[config.mk]
export PLATFORM = sky130hd
export DESIGN_NAME = dram_addr_seq
export DESIGN_NICKNAME = d
export VERILOG_FILES = /design/src/rtl/dram_seq_pkg.sv /design/src/rtl/seq_timer.sv /design/src/rtl/addr_hold.sv /design/src/rtl/seq_fsm.sv /design/src/rtl/dram_addr_seq.sv
export SDC_FILE = /design/constraint.sdc
export NUM_CORES = 1
export LEC_CHECK = 0
export ABC_AREA = 1
export BUFFER_PORTS_ARGS = -buffer_cell sky130_fd_sc_hd__buf_2
export CORE_MARGIN = 8
export CORE_UTILIZATION = 45
export DETAILED_ROUTE_END_ITERATION = 12
export PLACE_DENSITY = 0.71
export SLEW_MARGIN = 10
export SYNTH_ARGS = -nofsm -noshare
export SYNTH_HDL_FRONTEND = slang
export SYNTH_SLANG_ARGS = --single-unit
[constraint.sdc]
create_clock -name clk -period 1.15 [get_ports clk]
set_input_delay 0.23 -clock clk [delete_from_list [all_inputs] [get_ports clk]]
set_output_delay 0.23 -clock clk [all_outputs]
set_load 0.05 [all_outputs]
[src/rtl/dram_seq_pkg.sv]
package dram_seq_pkg;

   typedef enum logic [2:0] {
      ST_IDLE      = 3'd0,
      ST_ROW_SETUP = 3'd1,
      ST_RAS_ACT   = 3'd2,
      ST_COL_SETUP = 3'd3,
      ST_CAS_ACT   = 3'd4,
      ST_PRECHG    = 3'd5
   } seq_state_e;

   function automatic int unsigned max_of4(input int unsigned a, b, c, d);
      int unsigned m;
      m = a;
      if (b > m) m = b;
      if (c > m) m = c;
      if (d > m) m = d;
      return m;
   endfunction

endpackage

[src/rtl/seq_timer.sv]
module seq_timer #(
   parameter int unsigned CNT_W = 4
) (
   input  logic             clk,
   input  logic             rst_n,
   input  logic             load,
   input  logic [CNT_W-1:0] load_val,
   output logic             expired
);
   logic [CNT_W-1:0] cnt_q;

   always_ff @(posedge clk or negedge rst_n) begin
      if (!rst_n)              cnt_q <= '0;
      else if (load)           cnt_q <= load_val;
      else if (cnt_q != '0)    cnt_q <= cnt_q - 1'b1;
   end

   assign expired = (cnt_q == '0);

   // A running count never wraps back up without a load.
   assert_no_wrap_R3: assert property (@(posedge clk) disable iff (!rst_n)
      (!load && $past(cnt_q) != '0 && !$past(load)) |-> (cnt_q < $past(cnt_q)));
endmodule

[src/rtl/addr_hold.sv]
module addr_hold #(
   parameter int unsigned ROW_W     = 8,
   parameter int unsigned COL_W     = 8,
   parameter bit          ROW_UPPER = 1'b1,
   parameter int unsigned PIN_W     = 8
) (
   input  logic                     clk,
   input  logic                     rst_n,
   input  logic                     capture,
   input  logic [ROW_W+COL_W-1:0]   addr_i,
   input  logic                     wr_i,
   input  logic                     sel_col,
   output logic [PIN_W-1:0]         ma_o,
   output logic                     wr_q
);
   localparam int unsigned ADDR_W = ROW_W + COL_W;

   logic [ROW_W-1:0] row_next, row_q;
   logic [COL_W-1:0] col_next, col_q;

   generate
      if (ROW_UPPER) begin : g_row_hi
         assign row_next = addr_i[ADDR_W-1 -: ROW_W];
         assign col_next = addr_i[COL_W-1:0];
      end else begin : g_row_lo
         assign row_next = addr_i[ROW_W-1:0];
         assign col_next = addr_i[ADDR_W-1 -: COL_W];
      end
   endgenerate

   always_ff @(posedge clk or negedge rst_n) begin
      if (!rst_n) begin
         row_q <= '0;
         col_q <= '0;
         wr_q  <= 1'b0;
      end else if (capture) begin
         row_q <= row_next;
         col_q <= col_next;
         wr_q  <= wr_i;
      end
   end

   assign ma_o = sel_col ? PIN_W'(col_q) : PIN_W'(row_q);

   // Latched halves only move on a capture.
   assert_hold_stable_R9: assert property (@(posedge clk) disable iff (!rst_n)
      !$past(capture) |-> ($stable(row_q) && $stable(col_q) && $stable(wr_q)));
endmodule

[src/rtl/seq_fsm.sv]
module seq_fsm
   import dram_seq_pkg::*;
#(
   parameter int unsigned T_ASU = 1,
   parameter int unsigned T_RCD = 2,
   parameter int unsigned T_CAS = 2,
   parameter int unsigned T_PRE = 2,
   parameter int unsigned CNT_W = 2
) (
   input  logic             clk,
   input  logic             rst_n,
   input  logic             req_i,
   input  logic             expired,
   output seq_state_e       state_q,
   output logic             load,
   output logic [CNT_W-1:0] load_val,
   output logic             capture,
   output logic             done_q
);
   localparam logic [CNT_W-1:0] L_ASU = CNT_W'(T_ASU - 1);
   localparam logic [CNT_W-1:0] L_RCD = CNT_W'(T_RCD - 1);
   localparam logic [CNT_W-1:0] L_CAS = CNT_W'(T_CAS - 1);
   localparam logic [CNT_W-1:0] L_PRE = CNT_W'(T_PRE - 1);

   seq_state_e state_d;

   always_comb begin
      state_d  = state_q;
      load     = 1'b0;
      load_val = '0;
      capture  = 1'b0;
      unique case (state_q)
         ST_IDLE: if (req_i) begin
            state_d = ST_ROW_SETUP; load = 1'b1; load_val = L_ASU; capture = 1'b1;
         end
         ST_ROW_SETUP: if (expired) begin
            state_d = ST_RAS_ACT; load = 1'b1; load_val = L_RCD;
         end
         ST_RAS_ACT: if (expired) begin
            state_d = ST_COL_SETUP; load = 1'b1; load_val = L_ASU;
         end
         ST_COL_SETUP: if (expired) begin
            state_d = ST_CAS_ACT; load = 1'b1; load_val = L_CAS;
         end
         ST_CAS_ACT: if (expired) begin
            state_d = ST_PRECHG; load = 1'b1; load_val = L_PRE;
         end
         ST_PRECHG: if (expired) state_d = ST_IDLE;
         default: state_d = ST_IDLE;
      endcase
   end

   always_ff @(posedge clk or negedge rst_n) begin
      if (!rst_n) begin
         state_q <= ST_IDLE;
         done_q  <= 1'b0;
      end else begin
         state_q <= state_d;
         done_q  <= (state_q == ST_CAS_ACT) && expired;
      end
   end

   // Phases advance only in the fixed order.
   assert_order_R3: assert property (@(posedge clk) disable iff (!rst_n)
      (state_q != $past(state_q)) |->
         (state_q == ST_IDLE ? $past(state_q) == ST_PRECHG
                             : $past(state_q) == seq_state_e'(state_q - 3'd1)));
   assert_accept_idle_R2: assert property (@(posedge clk) disable iff (!rst_n)
      (state_q == ST_ROW_SETUP && $past(state_q) != ST_ROW_SETUP) |-> $past(req_i));
endmodule

[src/rtl/dram_addr_seq.sv]
module dram_addr_seq
   import dram_seq_pkg::*;
#(
   parameter int unsigned ROW_W     = 8,
   parameter int unsigned COL_W     = 8,
   parameter bit          ROW_UPPER = 1'b1,
   parameter int unsigned T_ASU     = 1,
   parameter int unsigned T_RCD     = 2,
   parameter int unsigned T_CAS     = 2,
   parameter int unsigned T_PRE     = 2,
   localparam int unsigned ADDR_W   = ROW_W + COL_W,
   localparam int unsigned PIN_W    = (ROW_W > COL_W) ? ROW_W : COL_W
) (
   input  logic              clk,
   input  logic              rst_n,
   input  logic              req_i,
   input  logic [ADDR_W-1:0] addr_i,
   input  logic              wr_i,
   output logic              ready_o,
   output logic              done_o,
   output logic [PIN_W-1:0]  ma_o,
   output logic              ras_n_o,
   output logic              cas_n_o,
   output logic              we_n_o
);
   localparam int unsigned T_MAX = max_of4(T_ASU, T_RCD, T_CAS, T_PRE);
   localparam int unsigned CNT_W = (T_MAX < 2) ? 1 : $clog2(T_MAX);

   generate
      if (T_ASU < 1 || T_RCD < 1 || T_CAS < 1 || T_PRE < 1) begin : g_bad_timing
         $error("every phase length must be at least one cycle");
      end
      if (ROW_W < 1 || COL_W < 1) begin : g_bad_width
         $error("row and column halves need at least one bit");
      end
   endgenerate

   seq_state_e       state_q;
   logic             load, capture, expired, done_q, wr_q, sel_col;
   logic [CNT_W-1:0] load_val;

   seq_fsm #(.T_ASU(T_ASU), .T_RCD(T_RCD), .T_CAS(T_CAS), .T_PRE(T_PRE),
             .CNT_W(CNT_W)) u_fsm (
      .clk(clk), .rst_n(rst_n), .req_i(req_i), .expired(expired),
      .state_q(state_q), .load(load), .load_val(load_val),
      .capture(capture), .done_q(done_q));

   seq_timer #(.CNT_W(CNT_W)) u_timer (
      .clk(clk), .rst_n(rst_n), .load(load), .load_val(load_val),
      .expired(expired));

   addr_hold #(.ROW_W(ROW_W), .COL_W(COL_W), .ROW_UPPER(ROW_UPPER),
               .PIN_W(PIN_W)) u_addr (
      .clk(clk), .rst_n(rst_n), .capture(capture), .addr_i(addr_i),
      .wr_i(wr_i), .sel_col(sel_col), .ma_o(ma_o), .wr_q(wr_q));

   assign sel_col = (state_q == ST_COL_SETUP) || (state_q == ST_CAS_ACT);
   assign ready_o = (state_q == ST_IDLE);
   assign ras_n_o = !((state_q == ST_RAS_ACT) || sel_col);
   assign cas_n_o = (state_q != ST_CAS_ACT);
   assign we_n_o  = ready_o | ~wr_q;
   assign done_o  = done_q;

   assert_cas_inside_ras_R6: assert property (@(posedge clk) disable iff (!rst_n)
      !cas_n_o |-> !ras_n_o);
   assert_ras_fall_stable_R7: assert property (@(posedge clk) disable iff (!rst_n)
      $fell(ras_n_o) |-> $stable(ma_o));
   assert_cas_fall_stable_R7: assert property (@(posedge clk) disable iff (!rst_n)
      $fell(cas_n_o) |-> $stable(ma_o));
   assert_strobes_rise_together_R5: assert property (@(posedge clk) disable iff (!rst_n)
      $rose(cas_n_o) |-> ($rose(ras_n_o) && done_o));
   assert_done_pulse_R5: assert property (@(posedge clk) disable iff (!rst_n)
      done_o |=> !done_o);
   assert_we_held_R8: assert property (@(posedge clk) disable iff (!rst_n)
      (!ready_o && $past(!ready_o)) |-> $stable(we_n_o));
   assert_idle_quiet_R8: assert property (@(posedge clk) disable iff (!rst_n)
      ready_o |-> (we_n_o && ras_n_o && cas_n_o));
   assert_accept_R2: assert property (@(posedge clk) disable iff (!rst_n)
      (ready_o && req_i) |=> !ready_o);
endmodule

==> impl_metrics.env, run 1 <==
export IMPL_finalClockSkew_ns=0.00643
export IMPL_cts_root_buf="clkbuf_4"
export IMPL_violations="setup timing"
export IMPL_antenna_found_initial=0
export IMPL_hpwl_um=2180
export IMPL_dr_pass1_iters=4
export IMPL_antenna_cells=0
export IMPL_grt_ovfl_total=0
export IMPL_ys_warn_count=0
export IMPL_grt_pass1_wl_um=5620
export IMPL_maxSlewViolCount=0
export IMPL_grt_pass1_vias=1172
export IMPL_setup_viol=33
export IMPL_yosys_area_share_simple_pct=40.4
export IMPL_drt_initial_drc_count=66
export IMPL_synth_xor_area_share_pct=0
export IMPL_dieWidth_um=65.5
export IMPL_num_fill_cells=149
export IMPL_synth_area_um2=1100
export IMPL_grt_max_degree=23
export IMPL_ys_seq_elements=22
export IMPL_synth_cell_type_count=17
export IMPL_initial_utilization_pct=45.8
export IMPL_status="finished with violations"
export IMPL_drive_above_1_share_pct=53.1
export IMPL_postSynthCellCount=137
export IMPL_fin_crit_sh_pct=147
export IMPL_finalCriticalPeriod_ns=1.69
export IMPL_cts_reportedPaths_clkPinSlew_ns=0.12
export IMPL_portBuffers=32
export IMPL_crit_type="flop to output pin"
export IMPL_crit_start="u_fsm.state_q[1]"
export IMPL_worstPathRequired_ns=0.92
export IMPL_cts_max_level=1
export IMPL_drc_errors=0
export IMPL_wl_per_cell_um=15.0
export IMPL_hold_ws_ns=0.130
export IMPL_rsz0062_at_grt="yes"
export IMPL_crit_path_end_kind="output pin"
export IMPL_design_core_area_um2=2410
export IMPL_max_stage_delay_ns=0.44
export IMPL_slowest_stage="dfrtp_2"
export IMPL_crit_fanout=8
export IMPL_crit_path_end="ma_o[2]"
export IMPL_routabilityCongestion=0.877
export IMPL_cts_tree="done"
export IMPL_die_h_um=65.5
export IMPL_arrival_ns=1.46
export IMPL_worst_pin_slew_ns=0.486
export IMPL_relSlewSlack_pct=67.6
export IMPL_final_util_pct=75.8
export IMPL_antenna_left=0
export IMPL_pre_cts_slack_ns=-0.308
export IMPL_via_per_inst=5.12
export IMPL_cts_sinks=22
export IMPL_insertion_delay_ns=0.32
export IMPL_yosysSeqAreaShare_pct=49.9
export IMPL_vias=1136
export IMPL_rrSetupSlack_ns=-0.35
export IMPL_synth_compound_area_share_pct=2.95
export IMPL_path_cells="inv_2, nand2_2, nand2_4, nand2_8, inv_12, nand2_4, nand2_4, buf_8"
export IMPL_track_usage_pct=17.0
export IMPL_fmax_ghz=0.591
export IMPL_syn_num_nets=157
export IMPL_r2r_end="u_addr.row_q[5]"
export IMPL_setup_slack_ns=-0.543
export IMPL_min_path_type="input port to flop"
export IMPL_start_kind="flop"
export IMPL_reg2reg_depth=9
export IMPL_fin_nets=213
export IMPL_syn2layout_area_growth_pct=65.5
export IMPL_row_count=18
export IMPL_final_hold_violation_count=0
export IMPL_cts_buffers=3
export IMPL_cpMostUsedCell="nand2_4"
export IMPL_clock_path_buffers=2
export IMPL_boundaryPins=33
export IMPL_cap_violations=0
export IMPL_synth_top_family_by_area="simple AND/OR/NAND/NOR gates"
export IMPL_reg2reg_from="u_fsm.state_q[1]"
export IMPL_synth_avg_cell_area_um2=8.06
export IMPL_synth_adder_area_share_pct=0
export IMPL_synthMuxAreaShare_pct=0
export IMPL_wl_um=3340
export IMPL_die_area_um2=4290
-- cells by family after synthesis --
logic type | Yosys count
compound gates | 6
simple gates | 98
flops | 22
buf+inv | 11
-- layout by cell type (no fill, tap or decap), types with 2 or more instances in the layout --
| master | n |
|---|---|
| nand2_8 | 3 |
| nand2_2 | 12 |
| dfrtp_2 | 2 |
| buf_2 | 19 |
| buf_8 | 10 |
| o21ai_0 | 2 |
| a21oi_1 | 2 |
| buf_6 | 3 |
| inv_2 | 2 |
| nand2_1 | 39 |
| dfrtp_1 | 20 |
| nand3_1 | 20 |
| buf_12 | 2 |
| inv_1 | 3 |
| nand2_4 | 21 |
| clkbuf_4 | 3 |
| buf_4 | 18 |
| nor2_1 | 2 |
-- worst min path at each step --
| stage | from | endpoint | slack (ns) | cells after the start |
|---|---|---|---|---|
| after floorplan | rst_n | u_addr.col_q[0] | -0.07 | 0 |
| after global placement | rst_n | u_fsm.state_q[0] | 0.22 | 1 |
| after detailed placement | rst_n | u_fsm.state_q[0] | 0.22 | 1 |
| after CTS | addr_i[8] | u_addr.row_q[0] | 0.15 | 3 |
| after global routing | addr_i[12] | u_addr.row_q[4] | 0.14 | 3 |
| final | addr_i[5] | u_addr.col_q[5] | 0.13 | 3 |
-- state kept, by name (all words and copies together) (netlist names) --
signal and count:
u_addr.col_q 8, u_addr.row_q 8, u_addr.wr_q 1, u_fsm.done_q 1, u_fsm.state_q 3, u_timer.cnt_q 1
-- synth_stat cells (all sizes together) --
library cell,instances,share of area (%)
dfrtp,22,50
o21ai,3,1.4
buf,3,3.4
clkbuf,1,0.34
a21oi,2,0.91
nor2,4,2.0
inv,7,3.1
o211ai,1,0.68
nand3,21,9.5
nand2,73,29
-- critical path: cells and delay by family, from the launching register on --
kind	cells	cell delay (ns)
buffers and inverters	3	0.33
flip-flops	1	0.44
AND/OR/NAND/NOR	5	0.37
-- layout make-up --
class | instances | area, um2 | share of cell area [%]
Multi-Input combinational cell | 106 | 689 | 37.7
Sequential cell | 22 | 553 | 30.3
Timing Repair Buffer | 53 | 464 | 25.4
Inverter | 7 | 46.3 | 2.53
Tap cell | 30 | 37.5 | 2.05
Clock buffer | 4 | 36.3 | 1.99
-- routing by layer --
layer	routed length, um	vias to the layer above	part of all wire, %	global-route usage, %
met3	244	10	7.3	5.44
met4	85	0	2.5	7.90
met5	0	-	0	0
met2	1800	34	54	30.0
met1	1210	539	36	17.8
li1	-	553	-	-
-- stage by stage --
| step | area, um2 | cells | setup TNS, ns |
|---|---|---|---|
| after global placement | 1470 | 208 | -5.08 |
| after global routing | 1830 | 222 | -13.95 |
| final | 1830 | 222 | -11.54 |
| after detailed placement | 1470 | 208 | -6.17 |
| after CTS | 1780 | 218 | -9.66 |
| after floorplan | 1200 | 137 | -1.31 |
-- what timing repair did --
action | in CTS | in global routing
setup buffers | 7 | 4
hold buffers | 1 | 0
hold endpoints to repair | 22 | 0
setup endpoints to repair | 33 | 34
pin swaps | 6 | 3
resized for setup | 61 | 5
gates cloned | 2 | 0
Power of run 1 is not shown: default switching activity piles up to over one toggle a cycle in this logic, so the estimate is an artifact.
==> run 2, diff against run 1 <==
- SETUP_SLACK_MARGIN: default -> 0.15
==> run 2 against run 1 <==
  * The run still ends with setup timing left
  * Cell count down 0.45%
  * Sequential share of layout area down 0.41 points
  * Hold slack better by 0.0079 ns
  * Critical path type unchanged
  * Worst setup slack better by 0.0043 ns
  * Utilization up 1.0 points
  * Maximum frequency up 0.26%
  * Die area unchanged
  * Wire length down 2.5%
  * Non-clock buffer count unchanged
==> impl_metrics.env, run 2 (same netlist as run 1, synthesis figures left out) <==
export IMPL_final_hold_violation_count=0
export IMPL_cts_buffers=3
export IMPL_whs_path_depth=3
export IMPL_fmax_ghz=0.592
export IMPL_wl_um=3260
export IMPL_place_area_um2=1500
export IMPL_finalClockSkew_ns=0.00179
export IMPL_grt_ovfl_total=0
export IMPL_cts_tree="done"
export IMPL_wl_per_cell_um=14.7
export IMPL_cts_max_level=1
export IMPL_insertion_delay_ns=0.32
export IMPL_antenna_found_initial=0
export IMPL_die_h_um=65.5
export IMPL_status="finished with violations"
export IMPL_routabilityCongestion=0.790
export IMPL_setup_viol=33
export IMPL_cts_reportedPaths_clkPinSlew_ns=0.12
export IMPL_start_kind="flop"
export IMPL_die_area_um2=4290
export IMPL_most_common_layout_cells="nand2_1, nand3_1, dfrtp_1"
export IMPL_cts_sinks=22
export IMPL_arrival_ns=1.46
export IMPL_dieWidth_um=65.5
export IMPL_crit_fanout=8
export IMPL_antenna_left=0
export IMPL_pre_cts_slack_ns=-0.304
export IMPL_drt_initial_drc_count=45
export IMPL_dr_pass1_iters=4
export IMPL_crit_path_end_kind="output pin"
export IMPL_setup_tns_ns=-12.46
export IMPL_vias=1146
export IMPL_via_per_inst=5.19
export IMPL_grt_pass1_wl_um=5560
export IMPL_syn2layout_area_growth_pct=67.8
export IMPL_portBuffers=32
export IMPL_worst_pin_slew_ns=0.497
export IMPL_design_core_area_um2=2410
export IMPL_boundaryPins=33
export IMPL_initial_utilization_pct=45.8
export IMPL_rsz0062_at_grt="yes"
export IMPL_final_util_pct=76.8
export IMPL_finalCriticalPeriod_ns=1.69
export IMPL_drive_above_1_share_pct=56.0
export IMPL_min_path_type="input port to flop"
export IMPL_fin_area_um2=1850
export IMPL_grt_pass1_vias=1236
export IMPL_fin_crit_sh_pct=147
export IMPL_maxSlewViolCount=0
export IMPL_antenna_cells=0
export IMPL_violations="setup timing"
export IMPL_reg2reg_depth=9
export IMPL_row_count=18
export IMPL_fin_nets=213
export IMPL_cap_violations=0
export IMPL_setup_slack_ns=-0.539
export IMPL_crit_type="flop to output pin"
export IMPL_relSlewSlack_pct=66.9
export IMPL_clock_path_buffers=2
export IMPL_final_common_cell="nand2_1"
export IMPL_worstPathRequired_ns=0.92
export IMPL_grt_max_degree=23
export IMPL_track_usage_pct=16.6
export IMPL_drc_errors=0
export IMPL_reg_top3="u_addr.col_q: 8 flops, u_addr.row_q: 8 flops, u_fsm.state_q: 3 flops"
export IMPL_cts_root_buf="clkbuf_4"
export IMPL_hpwl_um=2210
-- run 2: cell count changes in the layout (fill, tap and decap cells not counted), moves of 2 or more --
cell     change
nand2_1      -5
buf_6        +4
nand2_4      -2
nand2_2      +6
buf_4        -3
-- run 2: final cells by class --
class / count / area, um2
clock buffers: 3 / 22.5
fillers: 155 / 558
repair buffers: 53 / 472
well taps: 30 / 37.5
flip-flops and latches: 22 / 553
multi-input cells: 106 / 721
inverters: 7 / 46.3
-- run 2: repair_timing --
action                     CTS  global route
hold buffers                 1             0
gates cloned                 2             0
pin swaps                    6             4
setup buffers                3             1
resized for setup           61            14
hold endpoints to repair    22             0
setup endpoints to repair   35            35
-- run 2: worst paths after layout --
check / start / slack [ns] / end
max: u_fsm.state_q[1] / -0.54 / ma_o[1]
min: addr_i[6] / 0.14 / u_addr.col_q[6]
max reg2reg: u_fsm.state_q[1] / -0.35 / u_fsm.state_q[1]
min reg2reg: u_addr.row_q[3] / 0.50 / u_addr.row_q[3]
max in group asynchronous: rst_n / 0.39 / u_fsm.state_q[2]
min in group asynchronous: rst_n / 0.39 / u_fsm.state_q[0]
-- run 2: through the flow --
stage	hold slack, ns	cells
floorplan	-0.0656	137
global placement	0.224	211
detailed placement	0.232	211
CTS	0.144	220
global route	0.139	221
finish	0.138	221
-- run 2: worst max-delay path, stage by stage (launching register included) --
cell and delay [ns]:
dfrtp_2 0.45, nand2_1 0.11, nand2_4 0.09, nand2_8 0.11
clkinv_8 0.10, nand2_4 0.09, nand2_4 0.05, buf_8 0.14
-- run 2: routing by layer --
metal  GRT usage (%)  part of all wire (%)  vias up
met2            28.9                    54       35
met4            9.54                   2.8        0
met1            18.3                    38      553
met5               0                     0        -
met3            3.57                   4.9        9
li1                -                     -      549
Power of run 2 is left out for the same reason.
==> run 3, diff against run 2 <==
==> constraint.sdc (replaced) <==
create_clock -name clk -period 1.15 [get_ports clk]
set_input_delay 0.0575 -clock clk [delete_from_list [all_inputs] [get_ports clk]]
set_output_delay 0.0575 -clock clk [all_outputs]
set_load 0.05 [all_outputs]
==> run 3 against run 2 <==
  * Register-to-register slack gained 0.08 ns
  * Non-clock buffer count grew 17
  * The run still ends with setup timing left
  * Clock skew shrank 0.00054 ns
  * Maximum frequency grew 5.7%
  * Cell count grew 8.6%
  * Critical path depth is the same
  * Worst setup slack gained 0.091 ns
  * Die area is the same
  * Clock-buffer cell count is the same
  * Wire length grew 37%
  * Design area grew 14%
==> impl_metrics.env, run 3 (same netlist as run 1, synthesis figures left out) <==
export IMPL_status="finished with violations"
export IMPL_violations="setup timing"
export IMPL_drc_errors=0
export IMPL_hpwl_um=2220
export IMPL_fmax_ghz=0.626
export IMPL_final_hold_violation_count=0
export IMPL_multi_input_area_um2=766
export IMPL_relSlewSlack_pct=66.7
export IMPL_crit_type="flop to output pin"
export IMPL_worstPathRequired_ns=1.09
export IMPL_cts_max_level=1
export IMPL_cts_reportedPaths_clkPinSlew_ns=0.13
export IMPL_antenna_found_initial=0
export IMPL_syn2layout_area_growth_pct=91.5
export IMPL_num_fill_cells=116
export IMPL_final_cells=240
export IMPL_design_core_area_um2=2410
export IMPL_cts_buffers=3
export IMPL_rsz0062_at_grt="yes"
export IMPL_grt_pass1_wl_um=6210
export IMPL_placedCellCount=207
export IMPL_wl_um=4450
export IMPL_timing_hold_worst_start="req_i"
export IMPL_dieWidth_um=65.5
export IMPL_insertion_delay_ns=0.32
export IMPL_drive_above_1_share_pct=49.5
export IMPL_reg_top3="u_addr.col_q: 8 flops, u_addr.row_q: 8 flops, u_fsm.state_q: 3 flops"
export IMPL_hold_ws_ns=0.168
export IMPL_setup_slack_ns=-0.448
export IMPL_pre_cts_slack_ns=-0.167
export IMPL_fin_nets=231
export IMPL_cts_sinks=22
export IMPL_rrSetupSlack_ns=-0.27
export IMPL_via_per_inst=5.33
export IMPL_crit_path_end_kind="output pin"
export IMPL_boundaryPins=33
export IMPL_fin_crit_sh_pct=139
export IMPL_hold_path_end="u_addr.row_q[0]"
export IMPL_finalClockSkew_ns=0.00125
export IMPL_arrival_ns=1.54
export IMPL_cts_root_buf="clkbuf_4"
export IMPL_regArea_um2=553
export IMPL_final_common_cell="nand2_1"
export IMPL_crit_start="u_fsm.state_q[0]"
export IMPL_track_usage_pct=18.5
export IMPL_reg2reg_from="u_fsm.state_q[0]"
export IMPL_whs_path_depth=3
export IMPL_cap_violations=0
export IMPL_most_common_layout_cells="nand2_1, nand3_1, buf_2, dfrtp_1, dlygate4sd3_1"
export IMPL_maxSlewViolCount=0
export IMPL_routabilityCongestion=0.802
export IMPL_clock_path_buffers=2
export IMPL_setup_viol=34
export IMPL_vias=1279
export IMPL_grt_pass1_vias=1320
export IMPL_grt_max_degree=23
export IMPL_wl_per_cell_um=18.5
export IMPL_dr_pass1_iters=5
export IMPL_die_area_um2=4290
export IMPL_die_h_um=65.5
export IMPL_reg2reg_depth=8
export IMPL_antenna_cells=0
export IMPL_crit_fanout=5
export IMPL_r2r_end="u_addr.col_q[5]"
export IMPL_antenna_left=0
export IMPL_start_kind="flop"
export IMPL_grt_ovfl_total=0
export IMPL_worst_pin_slew_ns=0.500
export IMPL_finalCriticalPeriod_ns=1.60
export IMPL_min_path_type="input port to flop"
export IMPL_cts_tree="done"
export IMPL_row_count=18
export IMPL_portBuffers=32
export IMPL_initial_utilization_pct=45.8
export IMPL_drt_initial_drc_count=72
-- run 3: layout make-up --
type,instances,share of cell area (%)
Timing Repair Buffer,70,30.5
Clock inverter,1,1.42
Clock buffer,3,1.07
Sequential cell,22,26.2
Multi-Input combinational cell,107,36.2
Inverter,7,2.84
Tap cell,30,1.78
-- run 3: repair_timing --
item,4_1_cts,5_1_grt
endpoints found under the setup margin,33,34
gates cloned,2,1
pin swaps,3,4
setup buffers,5,3
endpoints found under the hold margin,38,1
hold buffers,17,1
resized for setup,55,17
-- run 3: worst max-delay path: stages, from the launching register on --
cell and delay [ns]:
dfrtp_1 0.44, inv_1 0.09, nand2_2 0.08, nand2_4 0.11, nand2_8 0.10, nand2_1 0.19, nand2_8 0.06, buf_8 0.15
-- run 3: worst max-delay path by stage --
stage,endpoint,slack [ns],cells after the start
floorplan,u_addr.col_q[5],-0.009,6
global placement,ma_o[4],-0.14,8
detailed placement,ma_o[5],-0.17,8
CTS,ma_o[1],-0.40,8
global route,ma_o[2],-0.51,7
finish,ma_o[2],-0.45,7
-- run 3: per-stage QoR --
step | utilization (%) | cell area (um2) | TNS [ns]
finish | 87.7 | 2110 | -9.51
global route | 87.7 | 2110 | -11.52
CTS | 82.7 | 1990 | -7.82
detailed placement | 62.5 | 1510 | -3.16
global placement | 62.5 | 1510 | -2.35
floorplan | - | 1250 | -0.114
-- run 3: metal layers --
| layer | up-vias | global-route usage (%) | part of all wire, % |
|---|---|---|---|
| li1 | 581 | - | - |
| met3 | 10 | 6.12 | 8.1 |
| met4 | 0 | 6.27 | 1.9 |
| met5 | - | 0 | 0 |
| met2 | 60 | 32.5 | 54 |
| met1 | 628 | 20.3 | 36 |
Power of run 3 is left out for the same reason.
